<file path="src/rtl/irq_route_pkg.sv">
package irq_route_pkg;

    localparam int ADDR_W = 12;

    typedef enum logic [1:0] {
        SEL_NONE = 2'd0,
        SEL_MASK = 2'd1,
        SEL_VIEW = 2'd2,
        SEL_RAW  = 2'd3
    } sel_e;

    typedef struct packed {
        sel_e       sel;
        logic [1:0] cpu;
    } dec_t;

    localparam logic [ADDR_W-1:0] RAW_OFFSET  = 12'h300;
    localparam logic [ADDR_W-1:0] VIEW_DELTA  = 12'h080;
    localparam logic [ADDR_W-1:0] CPU_STRIDE  = 12'h040;
    localparam logic [ADDR_W-1:0] LOW_GROUP   = 12'h200;
    localparam logic [ADDR_W-1:0] HIGH_GROUP  = 12'h600;

    // Processors 0/1 live in the low group, 2/3 in the high group.
    function automatic logic [ADDR_W-1:0] mask_offset(input int c);
        logic [ADDR_W-1:0] idx;
        idx = ADDR_W'(c % 2);
        return ((c < 2) ? LOW_GROUP : HIGH_GROUP) + idx * CPU_STRIDE;
    endfunction

endpackage

</file>
<file path="src/rtl/irq_route_decode.sv">
module irq_route_decode
    import irq_route_pkg::*;
#(
    parameter int NUM_CPU = 4
) (
    input  logic [ADDR_W-1:0] addr,
    output dec_t              dec
);

    always_comb begin
        dec.sel = SEL_NONE;
        dec.cpu = 2'd0;
        if (addr == RAW_OFFSET) begin
            dec.sel = SEL_RAW;
        end
        for (int c = 0; c < NUM_CPU; c++) begin
            if (addr == mask_offset(c)) begin
                dec.sel = SEL_MASK;
                dec.cpu = 2'(c);
            end
            if (addr == mask_offset(c) + VIEW_DELTA) begin
                dec.sel = SEL_VIEW;
                dec.cpu = 2'(c);
            end
        end
    end

endmodule

</file>
<file path="src/rtl/irq_route_mask_bank.sv">
module irq_route_mask_bank #(
    parameter int NUM_CPU = 4,
    parameter int SRC_W   = 64
) (
    input  logic                            clk,
    input  logic                            rst_n,
    input  logic                            wr_en,
    input  logic [1:0]                      wr_cpu,
    input  logic [SRC_W-1:0]                wr_data,
    output logic [NUM_CPU-1:0][SRC_W-1:0]   mask_d,
    output logic [NUM_CPU-1:0][SRC_W-1:0]   mask_q
);

    for (genvar g = 0; g < NUM_CPU; g++) begin : g_cpu
        always_comb begin
            mask_d[g] = mask_q[g];
            if (wr_en && (wr_cpu == 2'(g))) begin
                mask_d[g] = wr_data;
            end
        end

        always_ff @(posedge clk or negedge rst_n) begin
            if (!rst_n) begin
                mask_q[g] <= '0;
            end else begin
                mask_q[g] <= mask_d[g];
            end
        end
    end

endmodule

</file>
<file path="src/rtl/irq_route_raw.sv">
module irq_route_raw #(
    parameter int SRC_W      = 64,
    parameter int LEGACY_BIT = 55
) (
    input  logic             clk,
    input  logic             rst_n,
    input  logic [SRC_W-1:0] irq_in,
    input  logic             legacy_in,
    output logic [SRC_W-1:0] raw_d,
    output logic [SRC_W-1:0] raw_q
);

    always_comb begin
        raw_d = irq_in;
        raw_d[LEGACY_BIT] = irq_in[LEGACY_BIT] | legacy_in;
    end

    always_ff @(posedge clk or negedge rst_n) begin
        if (!rst_n) begin
            raw_q <= '0;
        end else begin
            raw_q <= raw_d;
        end
    end

endmodule

</file>
<file path="src/rtl/irq_route_top.sv">
module irq_route_top
    import irq_route_pkg::*;
#(
    parameter int NUM_CPU    = 4,
    parameter int SRC_W      = 64,
    parameter int LEGACY_BIT = 55
) (
    input  logic               clk,
    input  logic               rst_n,
    input  logic [SRC_W-1:0]   irq_in,
    input  logic               legacy_in,
    input  logic               req_valid,
    input  logic               req_write,
    input  logic [ADDR_W-1:0]  req_addr,
    input  logic [SRC_W-1:0]   req_wdata,
    output logic               rsp_valid,
    output logic               rsp_err,
    output logic [SRC_W-1:0]   rsp_rdata,
    output logic [NUM_CPU-1:0] cpu_irq
);

    typedef struct packed {
        logic [NUM_CPU-1:0] irq;
        logic               rv;
        logic               re;
        logic [SRC_W-1:0]   rd;
    } st_t;

    dec_t                          dec;
    logic                          mask_wr;
    logic [NUM_CPU-1:0][SRC_W-1:0] mask_d;
    logic [NUM_CPU-1:0][SRC_W-1:0] mask_q;
    logic [SRC_W-1:0]              raw_d;
    logic [SRC_W-1:0]              raw_q;
    st_t                           st_d;
    st_t                           st_q;

    irq_route_decode #(.NUM_CPU(NUM_CPU)) u_dec (
        .addr (req_addr),
        .dec  (dec)
    );

    assign mask_wr = req_valid && req_write && (dec.sel == SEL_MASK);

    irq_route_mask_bank #(.NUM_CPU(NUM_CPU), .SRC_W(SRC_W)) u_bank (
        .clk     (clk),
        .rst_n   (rst_n),
        .wr_en   (mask_wr),
        .wr_cpu  (dec.cpu),
        .wr_data (req_wdata),
        .mask_d  (mask_d),
        .mask_q  (mask_q)
    );

    irq_route_raw #(.SRC_W(SRC_W), .LEGACY_BIT(LEGACY_BIT)) u_raw (
        .clk       (clk),
        .rst_n     (rst_n),
        .irq_in    (irq_in),
        .legacy_in (legacy_in),
        .raw_d     (raw_d),
        .raw_q     (raw_q)
    );

    always_comb begin
        st_d    = st_q;
        st_d.rv = req_valid;
        st_d.re = 1'b0;
        st_d.rd = '0;
        // Outputs follow next-state mask and raw so they stay aligned with the views.
        for (int c = 0; c < NUM_CPU; c++) begin
            st_d.irq[c] = |(mask_d[c] & raw_d);
        end
        if (req_valid) begin
            unique case (dec.sel)
                SEL_NONE: st_d.re = 1'b1;
                SEL_MASK: if (!req_write) st_d.rd = mask_q[dec.cpu];
                SEL_VIEW: if (!req_write) st_d.rd = mask_q[dec.cpu] & raw_q;
                SEL_RAW:  if (!req_write) st_d.rd = raw_q;
                default:  st_d.re = 1'b1;
            endcase
        end
    end

    always_ff @(posedge clk or negedge rst_n) begin
        if (!rst_n) begin
            st_q <= '0;
        end else begin
            st_q <= st_d;
        end
    end

    assign rsp_valid = st_q.rv;
    assign rsp_err   = st_q.re;
    assign rsp_rdata = st_q.rd;
    assign cpu_irq   = st_q.irq;

endmodule

</file>
<file path="config.mk">
export PLATFORM = sky130hd
export DESIGN_NAME = irq_route_top
export DESIGN_NICKNAME = d
export VERILOG_FILES = /design/src/rtl/irq_route_pkg.sv /design/src/rtl/irq_route_decode.sv /design/src/rtl/irq_route_mask_bank.sv /design/src/rtl/irq_route_raw.sv /design/src/rtl/irq_route_top.sv
export SDC_FILE = /design/constraint.sdc
export NUM_CORES = 1
export LEC_CHECK = 0
export BUFFER_PORTS_ARGS = -buffer_cell sky130_fd_sc_hd__clkbuf_2
export CORE_UTILIZATION = 40
export CTS_CLUSTER_DIAMETER = 40
export DETAILED_ROUTE_END_ITERATION = 8
export GPL_TIMING_DRIVEN = 0
export SETUP_SLACK_MARGIN = 0.3
export SYNTH_ARGS = -nofsm -noshare
export SYNTH_HDL_FRONTEND = slang
export SYNTH_SLANG_ARGS = --single-unit
</file>
<file path="constraint.sdc">
create_clock -name clk -period 3.7 [get_ports clk]
set_input_delay 0.925 -clock clk [delete_from_list [all_inputs] [get_ports clk]]
set_output_delay 0.925 -clock clk [all_outputs]
set_load 0.02 [all_outputs]
</file>
==> metrics.txt <==
most frequent cell after synthesis=dfrtp_1; Max Clk Rate=0.287 GHz; Area Growth Syn to Fin=25.0%; gr ovfl total=0; TritonCTS Sinks=390; clock share of power=a little under three fifths; Worst VDD drop=0.000278 V; status=finished with violations; Hold Crit Class=in2async; vias in the first global route=14700; largest net degree at the start of global routing=between 100 and 150; minimum clock period=3.49 ns; Crit Path Max Fanout=10; final hold viol count=0; clk slew on worst S/H paths=0.06 ns; Yosys warning count=0; post-DP HPWL=53300 um; Placed Area=19600 sq um; CTS tree=done; detailed-route vias per instance=5.97; main flop type after synthesis=dfrtp_1; Final period util=94.2%; Comb pwr share=4.8%; Hold WS=about 0.41 ns; syn_area_per_cell=11.7 sq um; initial drt markers=1720; initial antenna violation count=2; Post-Syn Area=17700 sq um; Post-Synth XOR/XNOR Area=0%; largest family of logic cells by synthesized area=multiplexers; setup TNS=0 ns; Antenna Nets Post-Route=0; top post-synthesis cells by count=dfrtp_1 (390), nand2_1 (344), mux2_2 (197); Sw Pwr=2.69 mW; Port Buf Inserts=211; Post-synth EDFFs=0; core area=43300 sq um; Synth area leaders=dfrtp_1 (55%), mux2_2 (13%), mux4_2 (8.2%), nand2_1 (7.3%), a22oi_1 (3.1%); share of layout cells above drive strength 1=34.6%; Syn Nets=~1700; Simple-Gate Fraction of Synth Area=13.2%; Clk Latency, worst-skew pair=0.59 ns; sw frac=23.8%; WL/cell=29.6 um; Final setup viols=0; Slew HR=between 1 and 1.5%; via count=14600; cts bufs inserted=68; chip width=roughly 210 um; Internal=8.63 mW; Synth Area in Compound Gates=8.60%; critical path type=in2reg; synthesized instance count=1511; sequential power share=38.3%; WL final=72000 um; clk buf depth=3; startpoint types=primary input; Yosys reg bits=390; Root Buffer=clkbuf_16; first-pass GRT wire length=about 100000 um; worst-margin pin slew=1.48 ns; fin nets=between 1500 and 2000; nature of the critical path endpoint=flop; DRC=0; initial core utilization=between 40% and 50%; Routability Congestion=between 0.9 and 1; RSZ-0062 raised after global routing=true; fin. max-slew vios=0; design area=approximately 22000 sq um; H-Tree Depth=3; Synth Area in Adders=0%; hold buffer count at CTS=0; static leakage=11.1 nW; filler instances=3904; die height=between 200 and 250 um; Critical Path RT=4.14 ns; Total Die Area=45000 sq um; Clock Skews=0.0297 ns; mux cell area share after synthesis=21.1%; io pins=215; failing checks=capacitance limit; global-route usage over all layers=32.8%; register area share after synthesis=a little under three fifths; number of detailed-route iterations in the first pass=6; Maximum Capacitance Violations=1; asr flop ratio synth=100%; Cell Rows=76; Worst EP arrival=roughly 3.9 ns; synth unique cells=47; top-area cell type share of the netlist area=55.3%; pwr dens=a little over 500 nW/um^2; biggest area consumer among synthesized cells=dfrtp_1
-- final timing paths --
path	cells past startpoint	to	startpoint	slack (ns)
worst min-delay path	1	rsp_err	rst_n	0.41
min in group clk	2	rsp_rdata[24]	u_raw.raw_q[24]	0.48
max in group asynchronous	4	u_bank.mask_q[121]	rst_n	1.30
worst max register to register	7	cpu_irq[2]	u_bank.mask_q[138]	1.04
worst max-delay path	10	cpu_irq[0]	req_addr[2]	0.21
worst min register to register	2	rsp_rdata[24]	u_raw.raw_q[24]	0.48
-- power by group through the flow --
| stage | clock network (mW) | registers [mW] | logic (mW) |
|---|---|---|---|
| floorplan | 0 | 4.41 | 0.118 |
| global placement | 0 | 4.41 | 0.511 |
| detailed placement | 0 | 4.41 | 0.528 |
| CTS | 6.50 | 4.33 | 0.536 |
| global route | 6.71 | 4.33 | 0.569 |
| finish | 6.44 | 4.33 | 0.543 |
-- stage by stage --
stage	setup WS [ns]	util, %	cells	power [mW]
floorplan	0.207	-	1511	4.53
global placement	-7.21	44.9	2307	4.92
detailed placement	-1.59	45.2	2311	4.93
CTS	0.287	51.0	2434	11.4
global route	0.214	51.0	2436	11.6
finish	0.214	51.0	2436	11.3
-- logic make-up after synthesis --
family	Yosys count
AOI/OAI and AO/OA	215
buffers and inverters	83
DFF	390
muxes	267
and+or+nand+nor	556
-- worst max-delay path: stages --
cell       delay (ns)
clkbuf_2         0.11
or4_4            0.59
or4_4            0.56
buf_6            0.18
buf_6            0.17
nand2_1          0.10
a21boi_0         0.14
a2111oi_2        0.40
nand4_1          0.23
or4_4            0.49
-- sequential cells by signal, summed over array words and instances, names as in the netlist --
signal and cells:
rsp_rdata 64, cpu_irq 4, u_raw.raw_q 64, rsp_valid 1, u_bank.mask_q 256, rsp_err 1
-- layer usage --
layer  vias to the layer above  share of wire [%]  routed length [um]  GRT usage [%]
li1                       6072                  -                   -              -
met1                      7470                 40               28900           43.5
met2                       827                 46               33300           51.5
met3                       185                8.1                5860           5.79
met4                         0                5.5                3940           17.4
met5                         -                  0                   0              0
-- what timing repair did --
action	4_1_cts	5_1_grt
resized for setup	39	19
setup buffers	5	1
pin swaps	6	5
cloned	0	0
setup endpoints to repair	161	20
-- layout by cell type, fill, tap and decap left out, types with 4 or more instances in the layout --
master / instances
or4_4: 4
inv_1: 5
a21boi_0: 5
inv_6: 7
buf_1: 13
mux4_2: 64
a2111oi_0: 4
nand4_1: 17
clkbuf_16: 71
a22o_1: 19
and2_1: 5
nand3_1: 14
bufinv_16: 7
clkbuf_1: 42
mux2i_1: 5
clkinv_2: 6
buf_2: 6
nor2_1: 137
buf_4: 8
a221oi_1: 19
clkbuf_2: 222
clkinvlp_4: 8
clkbuf_8: 12
mux2_2: 197
dfrtp_1: 390
and3_1: 5
a21oi_1: 74
a22oi_1: 72
clkinv_4: 6
nand2_1: 344
a222oi_1: 10
-- cell type report --
| cell class | instances | area (sq um) | share of cell area (%) |
|---|---|---|---|
| Tap cell | 585 | 732 | 3.32 |
| Inverter | 5 | 18.8 | 0.0850 |
| Multi-Input combinational cell | 1038 | 7650 | 34.7 |
| Clock inverter | 34 | 414 | 1.88 |
| Timing Repair Buffer | 221 | 1200 | 5.44 |
| Antenna cell | 1 | 2.50 | 0.0113 |
| Buffer | 78 | 380 | 1.72 |
| Clock buffer | 84 | 1920 | 8.68 |
| Sequential cell | 390 | 9760 | 44.2 |
Power figures use the tool's default switching activity.
